--- src/rtl/irqmod_pkg.sv ---
package irqmod_pkg;
    localparam int CAUSE_TXDW = 0;
    localparam int CAUSE_RXT  = 1;
    localparam int NUM_TMR    = 5;
    localparam int SEL_W      = 3;

    typedef enum logic [SEL_W-1:0] {
        SEL_RX_PKT   = 3'd0,
        SEL_RX_ABS   = 3'd1,
        SEL_TX_PKT   = 3'd2,
        SEL_TX_ABS   = 3'd3,
        SEL_THROTTLE = 3'd4
    } tmr_sel_e;
endpackage

--- src/rtl/irqmod_delay_pair.sv ---
module irqmod_delay_pair #(
    parameter int TW = 16
) (
    input  logic          clk,
    input  logic          rst_n,
    input  logic          tick,
    input  logic          pkt,
    input  logic [TW-1:0] pkt_dly,
    input  logic [TW-1:0] abs_dly,
    output logic          wb_req,
    output logic          post
);
    typedef struct packed {
        logic [TW-1:0] pkt_cnt;
        logic [TW-1:0] abs_cnt;
        logic          pkt_run;
        logic          abs_run;
        logic          wb;
        logic          post;
    } st_t;

    st_t st_q, st_d;
    logic pkt_exp, abs_exp;

    always_comb begin
        st_d      = st_q;
        st_d.wb   = 1'b0;
        st_d.post = st_q.wb;
        pkt_exp   = st_q.pkt_run && tick && (st_q.pkt_cnt == TW'(1));
        abs_exp   = st_q.abs_run && tick && (st_q.abs_cnt == TW'(1));
        if (tick && st_q.pkt_run) st_d.pkt_cnt = st_q.pkt_cnt - 1'b1;
        if (tick && st_q.abs_run) st_d.abs_cnt = st_q.abs_cnt - 1'b1;
        if (pkt_exp || abs_exp) begin
            st_d.wb      = 1'b1;
            st_d.pkt_run = 1'b0;
            st_d.abs_run = 1'b0;
            st_d.pkt_cnt = '0;
            st_d.abs_cnt = '0;
        end
        if (pkt) begin
            if (pkt_dly != '0) begin
                st_d.pkt_run = 1'b1;
                st_d.pkt_cnt = pkt_dly;
            end
            if (!st_d.abs_run && abs_dly != '0) begin
                st_d.abs_run = 1'b1;
                st_d.abs_cnt = abs_dly;
            end
        end
    end

    always_ff @(posedge clk) begin
        if (!rst_n) st_q <= '0;
        else        st_q <= st_d;
    end

    assign wb_req = st_q.wb;
    assign post   = st_q.post;

    // a running packet counter never sits at zero
    p_cnt_nonzero_r8: assert property (@(posedge clk) disable iff (!rst_n)
        st_q.pkt_run |-> st_q.pkt_cnt != '0);

    // a running absolute counter only counts down until it expires
    p_abs_no_restart_r9: assert property (@(posedge clk) disable iff (!rst_n)
        ($past(st_q.abs_run) && st_q.abs_run && !st_q.wb)
            |-> st_q.abs_cnt <= $past(st_q.abs_cnt));
endmodule

--- src/rtl/irqmod_cause_core.sv ---
module irqmod_cause_core #(
    parameter int NC = 8,
    parameter int TW = 16
) (
    input  logic          clk,
    input  logic          rst_n,
    input  logic          tick,
    input  logic [NC-1:0] ext_post,
    input  logic          ext_now,
    input  logic [NC-1:0] int_post,
    input  logic          mask_wr,
    input  logic [NC-1:0] mask_wdata,
    input  logic          cause_rd,
    input  logic [TW-1:0] thr_val,
    output logic [NC-1:0] pending,
    output logic          irq
);
    typedef struct packed {
        logic [NC-1:0] pend;
        logic [NC-1:0] mask;
        logic [TW-1:0] thr;
        logic          irq;
    } st_t;

    st_t st_q, st_d;
    logic imm_hit;
    logic active;

    always_comb begin
        st_d      = st_q;
        imm_hit   = ext_now && (ext_post != '0);
        st_d.pend = (cause_rd ? '0 : st_q.pend) | ext_post | int_post;
        if (mask_wr) st_d.mask = mask_wdata;
        if (tick && st_q.thr != '0) st_d.thr = st_q.thr - 1'b1;
        active = (st_d.pend & st_d.mask) != '0;
        if (!active) begin
            st_d.irq = 1'b0;
        end else if (!st_q.irq && (st_q.thr == '0 || imm_hit)) begin
            st_d.irq = 1'b1;
            st_d.thr = thr_val;
        end
    end

    always_ff @(posedge clk) begin
        if (!rst_n) st_q <= '0;
        else        st_q <= st_d;
    end

    assign pending = st_q.pend;
    assign irq     = st_q.irq;

    // the line needs a pending, unmasked cause
    p_irq_needs_cause_r3: assert property (@(posedge clk) disable iff (!rst_n)
        st_q.irq |-> (st_q.pend & st_q.mask) != '0);

    // a rise happens only with an idle throttle or an immediate post
    p_throttle_gate_r5: assert property (@(posedge clk) disable iff (!rst_n)
        $rose(st_q.irq) |-> ($past(st_q.thr) == '0 || $past(imm_hit)));

    // every rise reloads the throttle count
    p_throttle_load_r5: assert property (@(posedge clk) disable iff (!rst_n)
        $rose(st_q.irq) |-> st_q.thr == $past(thr_val));

    // pending bits clear only through a read
    p_pending_sticky_r4: assert property (@(posedge clk) disable iff (!rst_n)
        !$past(cause_rd) |-> (st_q.pend & $past(st_q.pend)) == $past(st_q.pend));
endmodule

--- src/rtl/nic_irq_moderator.sv ---
module nic_irq_moderator
    import irqmod_pkg::*;
#(
    parameter int NUM_CAUSES = 8,
    parameter int TMR_W      = 16
) (
    input  logic                  clk,
    input  logic                  rst_n,
    input  logic                  time_tick,
    input  logic [NUM_CAUSES-1:0] cause_post,
    input  logic                  cause_now,
    input  logic                  mask_wr,
    input  logic [NUM_CAUSES-1:0] mask_wdata,
    input  logic                  cause_rd,
    output logic [NUM_CAUSES-1:0] cause_rdata,
    input  logic                  tmr_wr,
    input  logic [SEL_W-1:0]      tmr_sel,
    input  logic [TMR_W-1:0]      tmr_wdata,
    input  logic                  rx_pkt,
    input  logic                  tx_pkt,
    input  logic                  tx_wb_done,
    output logic                  rx_wb_req,
    output logic                  tx_wb_req,
    output logic                  irq
);
    localparam int NUM_PAIRS = 2;

    logic [TMR_W-1:0] dly_q [NUM_TMR];
    logic [TMR_W-1:0] dly_d [NUM_TMR];

    always_comb begin
        for (int i = 0; i < NUM_TMR; i++) dly_d[i] = dly_q[i];
        if (tmr_wr && 32'(tmr_sel) < NUM_TMR) dly_d[tmr_sel] = tmr_wdata;
    end

    always_ff @(posedge clk) begin
        for (int i = 0; i < NUM_TMR; i++) begin
            if (!rst_n) dly_q[i] <= '0;
            else        dly_q[i] <= dly_d[i];
        end
    end

    logic [NUM_PAIRS-1:0] pair_pkt, pair_wb, pair_post;
    assign pair_pkt = {tx_pkt, rx_pkt};

    for (genvar g = 0; g < NUM_PAIRS; g++) begin : g_pair
        irqmod_delay_pair #(.TW(TMR_W)) u_pair (
            .clk     (clk),
            .rst_n   (rst_n),
            .tick    (time_tick),
            .pkt     (pair_pkt[g]),
            .pkt_dly (dly_q[2*g]),
            .abs_dly (dly_q[2*g+1]),
            .wb_req  (pair_wb[g]),
            .post    (pair_post[g])
        );
    end

    logic [NUM_CAUSES-1:0] int_post;
    always_comb begin
        int_post             = '0;
        int_post[CAUSE_RXT]  = pair_post[0];
        int_post[CAUSE_TXDW] = pair_post[1] | tx_wb_done;
    end

    irqmod_cause_core #(.NC(NUM_CAUSES), .TW(TMR_W)) u_core (
        .clk        (clk),
        .rst_n      (rst_n),
        .tick       (time_tick),
        .ext_post   (cause_post),
        .ext_now    (cause_now),
        .int_post   (int_post),
        .mask_wr    (mask_wr),
        .mask_wdata (mask_wdata),
        .cause_rd   (cause_rd),
        .thr_val    (dly_q[SEL_THROTTLE]),
        .pending    (cause_rdata),
        .irq        (irq)
    );

    assign rx_wb_req = pair_wb[0];
    assign tx_wb_req = pair_wb[1];
endmodule

--- config.mk ---
export PLATFORM = sky130hd
export DESIGN_NAME = nic_irq_moderator
export DESIGN_NICKNAME = d
export VERILOG_FILES = /design/src/rtl/irqmod_pkg.sv /design/src/rtl/irqmod_delay_pair.sv /design/src/rtl/irqmod_cause_core.sv /design/src/rtl/nic_irq_moderator.sv
export SDC_FILE = /design/constraint.sdc
export NUM_CORES = 1
export LEC_CHECK = 0
export BUFFER_PORTS_ARGS = -buffer_cell sky130_fd_sc_hd__buf_2
export CORE_UTILIZATION = 30
export CTS_BUF_LIST = sky130_fd_sc_hd__clkbuf_8
export CTS_CLUSTER_SIZE = 20
export DETAILED_ROUTE_END_ITERATION = 10
export SKIP_LAST_GASP = 1
export SLEW_MARGIN = 20
export SYNTH_ARGS = -nofsm -noshare
export SYNTH_HDL_FRONTEND = slang
export SYNTH_SLANG_ARGS = --single-unit
--- constraint.sdc ---
create_clock -name clk -period 2.3 [get_ports clk]
set_input_delay 0.115 -clock clk [delete_from_list [all_inputs] [get_ports clk]]
set_output_delay 0.115 -clock clk [all_outputs]
set_load 0.02 [all_outputs]
# Word level (Yosys, flattened, before mapping)
# Memory sizes are Yosys's and may differ from the RTL's.
# Cells that the tools add are included.
# word_totals
in_bits,45
rom_bits,0
latch_bits,0
ramBits,80
reg_bits,105
out_inout_bits,11
elab_cells,101
mem_count,1
# classes
bitwise,10
magnitude_cmp,3
div,0
n_mux,32
reduce_logical,30
n_addsub,5
n_mul,0
shift,0
eq_ne,4
# memory_table
memory,words,word_bits,rd,rd_ports_with_merged_regs,write_ports,line,text
dly_q,5,16,5,0,5,nic_irq_moderator.sv:28,logic [TMR_W-1:0] dly_q [NUM_TMR];
# op_table
cell,count
2-to-1 mux 16 bit,16
bitwise mux 80 bit,1
2-to-1 mux 80 bit,1
nonzero test 16 bit,5
subtractor 16 x 1 -> 16 bit (second input constant),5
2-to-1 mux 35 bit,2
2-to-1 mux 34 bit,2
== test 16 x 1 -> 1 bit (second input constant),4
demux 16 bit (select 3 bit),1
2-to-1 mux 17 bit,1
zero test 16 bit,1
2-to-1 mux 8 bit,2
nonzero test 8 bit,2
logical AND 1 bit,15
AND 8 bit,1
OR 8 x 2 -> 8 bit,1
OR 8 bit,1
2-to-1 mux 1 bit,6
OR 1 bit,6
greater-or-equal comparator 4 bit (second input constant),1
less-than comparator 4 x 1 -> 1 bit (second input constant),1
inverter 3 -> 4 bit,1
zero test 1 bit,3
logical OR 1 bit,3
2 further kinds,2

# Logic depth before layout (Yosys ltp)
# depth
depth_word,8
ltp_mapped,10
depth_no_buf,8

# Hierarchy
# From an unflattened synthesis, not the netlist that was laid out.
# unflattened
hier_cells,942
hier_area_um2,8808.4
# modules_own_cells
mod,cells_each,seq_area_each_um2,area_each_um2,n_inst
nic_irq_moderator,284,1601.5,2994.1,1
irqmod_delay_pair (g_pair[0].u_pair),248,720.7,2098.3,1
irqmod_delay_pair (g_pair[1].u_pair),232,720.7,2060.7,1
irqmod_cause_core,178,660.6,1655.3,1

# Least setup slack after synthesis
# OpenSTA, ideal clock, no wires.
# synth_path
path_type,reg-to-reg
from,register g_pair[1].u_pair.st_q[29] (netlist name)
to,register g_pair[1].u_pair.st_q[10] (netlist name)
required_time_ps,2229
stages_incl_launch_ff,9
n_path_buf,2
slack_ps,184
setup_time_ps,71
arrival_time_ps,2045
synth_period_minus_slack_ps,2116
path_cell_list,dfxtp_1 > or4_4 > nor3_4 > nand4_2 > and2_4 > buf_6 > a211oi_4 > buf_6 > o2bb2ai_1
# synth_between
elab_chain_cells,8
# synth_lines
item,line,text
from (decl),irqmod_delay_pair.sv:22,"st_t st_q, st_d;"
from (signal assigned),irqmod_delay_pair.sv:54,else st_q <= st_d;
== test 16 x 1 -> 1 bit *,irqmod_delay_pair.sv:29,pkt_exp = st_q.pkt_run && tick && (st_q.pkt_cnt == TW'(1));
logical AND 1 bit *,irqmod_delay_pair.sv:29,
logical OR 1 bit *,irqmod_delay_pair.sv:33,if (pkt_exp || abs_exp) begin
2-to-1 mux 35 bit *,irqmod_delay_pair.sv:33,
zero test 1 bit,irqmod_delay_pair.sv:45,if (!st_d.abs_run && abs_dly != '0) begin
logical AND 1 bit,irqmod_delay_pair.sv:45,
2-to-1 mux 16 bit,irqmod_delay_pair.sv:45,
2-to-1 mux 34 bit *,irqmod_delay_pair.sv:40,if (pkt) begin
# Mark *: on every way between the ends. The rest lies on a longest branch, timed or not.
# A chain may end at the register's enable or synchronous reset.

# Final worst setup path
# layout_path
from,register g_pair[1].u_pair.st_q[30] (netlist name)
to,register g_pair[1].u_pair.st_q[8] (netlist name)
# Same word-level chain as after synthesis.

==> flow_metrics.env <==
export IMPL_reg2regPathDepth=7
export IMPL_cp_arrival_ns=2.60
export IMPL_period_share=0.948
export IMPL_ys_warn_count=0
export IMPL_setup_viol=0
export IMPL_synth_compound_area_frac=0.163
export IMPL_antenna_found_initial=0
export IMPL_p_sw_w=0.00234
export IMPL_drcViolationCount=0
export IMPL_postRouteAntennaNets=0
export IMPL_power_w=0.00734
export IMPL_crit_slowest_cell="or4_1"
export IMPL_initial_utilization=0.308
export IMPL_finalSetupTns_ns=0
export IMPL_clkLatencyLatePin_ns=0.48
export IMPL_seq_power_share=0.489
export IMPL_dieHeight_um=169
export IMPL_synth_top_family_by_area="simple AND/OR/NAND/NOR gates"
export IMPL_cts_tree="done"
export IMPL_syn_num_nets=1062
export IMPL_whs_path_depth=3
export IMPL_dpl_cell_count=1407
export IMPL_drt_pass1_iterations=4
export IMPL_synth_simple_area_share=0.254
export IMPL_worst_slew_pin_slew_ns=0.685
export IMPL_die_width_um=169
export IMPL_p_comb_frac=0.217
export IMPL_synthDistinctLibCells=59
export IMPL_syn_instance_count=1007
export IMPL_switching_share=0.319
export IMPL_fin_skew_ns=0.0248
export IMPL_r2r_end="g_pair[1].u_pair.st_q[8]"
export IMPL_async_reset_ff_frac=0
export IMPL_worstReg2RegStart="g_pair[1].u_pair.st_q[30]"
export IMPL_synth_edf_count=0
export IMPL_cts_buffer_depth=2
export IMPL_rows=60
export IMPL_power_share_clock=0.295
export IMPL_synthAdderAreaFrac=0.0149
export IMPL_synth_xor_area_share=0.0740
export IMPL_vias=7150
export IMPL_grtUsageTotal=0.156
export IMPL_fin_cells=1477
export IMPL_start_kind="register"
export IMPL_finalWirelength_mm=21.8
export IMPL_crit_cells=7
export IMPL_cts_buffers=17
export IMPL_rrSetupSlack_ns=0.12
export IMPL_p_leak_nw=3.68
export IMPL_hpwl_mm=15.3
export IMPL_diodes=0
export IMPL_final_nets=1147
export IMPL_peakVddDrop_v=0.000341
export IMPL_rsz0062_at_grt="no"
export IMPL_clock_root_buffer="clkbuf_8"
export IMPL_drive_gt1_frac=0.140
export IMPL_powerDensity_nw_per_um2=733
export IMPL_gp_congestion=0.775
export IMPL_slew_headroom=0.541
export IMPL_muxShareOfSynthArea=0.0115
export IMPL_io_pins=56
export IMPL_outcome="completed"
export IMPL_crit_fanout=14
export IMPL_first_global_vias=6778
export IMPL_hold_path_class="primary input to register"
export IMPL_grt_pass1_wl_mm=35.2
export IMPL_period_minus_slack_ns=2.18
export IMPL_worstHoldStart="cause_rd"
export IMPL_cts_sinks=185
export IMPL_drt_wirelength_per_cell_um=14.7
export IMPL_end_kind="register"
export IMPL_drt_iter0_markers=428
export IMPL_p_int_w=0.00500
export IMPL_crit_family="simple AND/OR/NAND/NOR gates"
export IMPL_ys_seq_elements=185
export IMPL_hold_end="u_core.pending[6]"
export IMPL_crit_required_ns=2.71
export IMPL_slew_viol_final=0
export IMPL_synth_area_per_cell_um2=8.35
export IMPL_critPathKind="register to register"
export IMPL_syn_area_um2=8400
export IMPL_max_freq_ghz=0.458
export IMPL_path_clk_slew_ns=0.11
export IMPL_core_um2=27300
export IMPL_grt_max_degree=73
export IMPL_max_cap_violations=0
export IMPL_fp_dieArea_um2=28700
export IMPL_hold_viol=0
export IMPL_crit_chain="or4_1, nor3_4, nand4_2, and2_4, a211oi_4, buf_12, o2bb2ai_1"
export IMPL_grt_overflow_total=0
export IMPL_area_growth_pct=19.1
export IMPL_synth_seq_area_share=0.441
export IMPL_htreeDepth=4
export IMPL_port_buffers=55
export IMPL_synth_flop_cell="dfxtp_1"
export IMPL_critPathMaxStageDelay_ns=0.59
export IMPL_path_buf_inv=1
export IMPL_via_per_inst=4.84
==> layer usage <==
metal  vias to the layer above  global-route usage  share of wire
met5                         -                   0              0
met4                         0              0.0427          0.012
met3                        17              0.0273          0.038
met2                       117               0.252           0.47
met1                      3359               0.213           0.48
li1                       3657                   -              -
==> cells in the final DEF (no fill, tap or decap), drive strengths merged, types with 6 or more instances in the layout <==
cell and n:
xnor2 42, clkbuf 19, nor2 53, o2bb2ai 30
o31ai 10, ha 10, nor2b 20, a22oi 17
a21boi 6, nor3 24, a21oi 109, dlygate4sd3 36
o21ai 28, or4 13, xor2 29, dfxtp 185
inv 25, o21a 6, and2 39, nand2 199
nand3 15, buf 91, or3 12, nor4 31
==> cells in the mapped netlist (6+ instances only) <==
master	count	area, um2
nor4_1	31	194
a21boi_0	6	45.0
nor2_1	53	199
a22oi_1	17	128
xor2_1	29	254
a21oi_1	108	541
o31ai_1	10	75.1
ha_1	10	125
nand2_1	199	747
clkbuf_1	45	169
dfxtp_1	185	3700
inv_1	17	63.8
nor2b_1	20	125
or4_1	11	82.6
o21ai_0	25	125
xnor2_1	42	368
o21a_1	6	45.0
buf_4	9	67.6
nor3_1	22	110
or3_1	12	75.1
o2bb2ai_1	30	263
nand3_1	15	75.1
and2_1	38	238
==> worst max path at each step <==
| stage | to | startpoint | slack [ns] |
|---|---|---|---|
| after floorplan | g_pair[1].u_pair.st_q[10] | g_pair[1].u_pair.st_q[29] | 0.18 |
| after global placement | g_pair[0].u_pair.st_q[33] | g_pair[0].u_pair.st_q[5] | -0.06 |
| after detailed placement | g_pair[0].u_pair.st_q[23] | g_pair[0].u_pair.st_q[5] | -0.08 |
| after CTS | g_pair[0].u_pair.st_q[33] | g_pair[0].u_pair.st_q[24] | 0.06 |
| after global routing | g_pair[1].u_pair.st_q[16] | g_pair[1].u_pair.st_q[30] | 0.005 |
| final | g_pair[1].u_pair.st_q[8] | g_pair[1].u_pair.st_q[30] | 0.12 |
==> final cells by class <==
type / count / area (um2)
Timing Repair Buffer: 127 / 956
Inverter: 19 / 71.3
Clock inverter: 13 / 129
Tap cell: 372 / 465
Multi-Input combinational cell: 742 / 4420
Sequential cell: 185 / 3700
Clock buffer: 19 / 262
Fill cell: 2812 / 17200
==> stage by stage <==
stage / setup slack [ns] / util / hold WS (ns) / instance area (um2)
6_report: 0.118 / 0.367 / 0.0597 / 10000
5_1_grt: 0.00520 / 0.367 / 0.0370 / 10000
4_1_cts: 0.0573 / 0.365 / 0.0259 / 9950
3_5_place_dp: -0.0765 / 0.337 / 0.357 / 9190
3_3_place_gp: -0.0638 / 0.337 / 0.356 / 9190
2_1_floorplan: 0.184 / - / 0.239 / 8400
==> power groups by stage <==
stage / clock network (W) / logic, W / registers, W
3_5_place_dp: 0 / 0.00149 / 0.00366
3_3_place_gp: 0 / 0.00148 / 0.00365
2_1_floorplan: 0 / 0.00105 / 0.00362
4_1_cts: 0.00222 / 0.00156 / 0.00358
6_report: 0.00216 / 0.00159 / 0.00358
5_1_grt: 0.00235 / 0.00177 / 0.00362
==> kinds of logic (layout without fill, tap and decap cells) <==
family | after synthesis | count (layout)
muxes | 9 | 9
xor gates and xnor gates | 71 | 71
AOI/OAI and AO/OA | 219 | 219
adders and majority gates | 10 | 10
buffers and inverters | 80 | 178
and+or+nand+nor | 433 | 433
DFF | 185 | 185
==> tightest hold or removal path: stages <==
cell and delay, ns:
buf_2 0.15, nor2b_1 0.07, o21a_1 0.16
==> registers in the layout, indices dropped and copies added (netlist names) <==
signal                flops
u_core.st_q              24
g_pair.u_pair.wb_req      2
u_core.pending            8
dly_q                    80
u_core.irq                1
g_pair.u_pair.post        2
g_pair.u_pair.st_q       68
==> repair_timing <==
item                       4_1_cts  5_1_grt
setup endpoints to repair       32       23
setup buffers                    0        2
hold buffers                    36        0
hold endpoints to repair       101        0
resized for setup                3        7
pin swaps                        0        2
(Power assumes the default switching activity.)
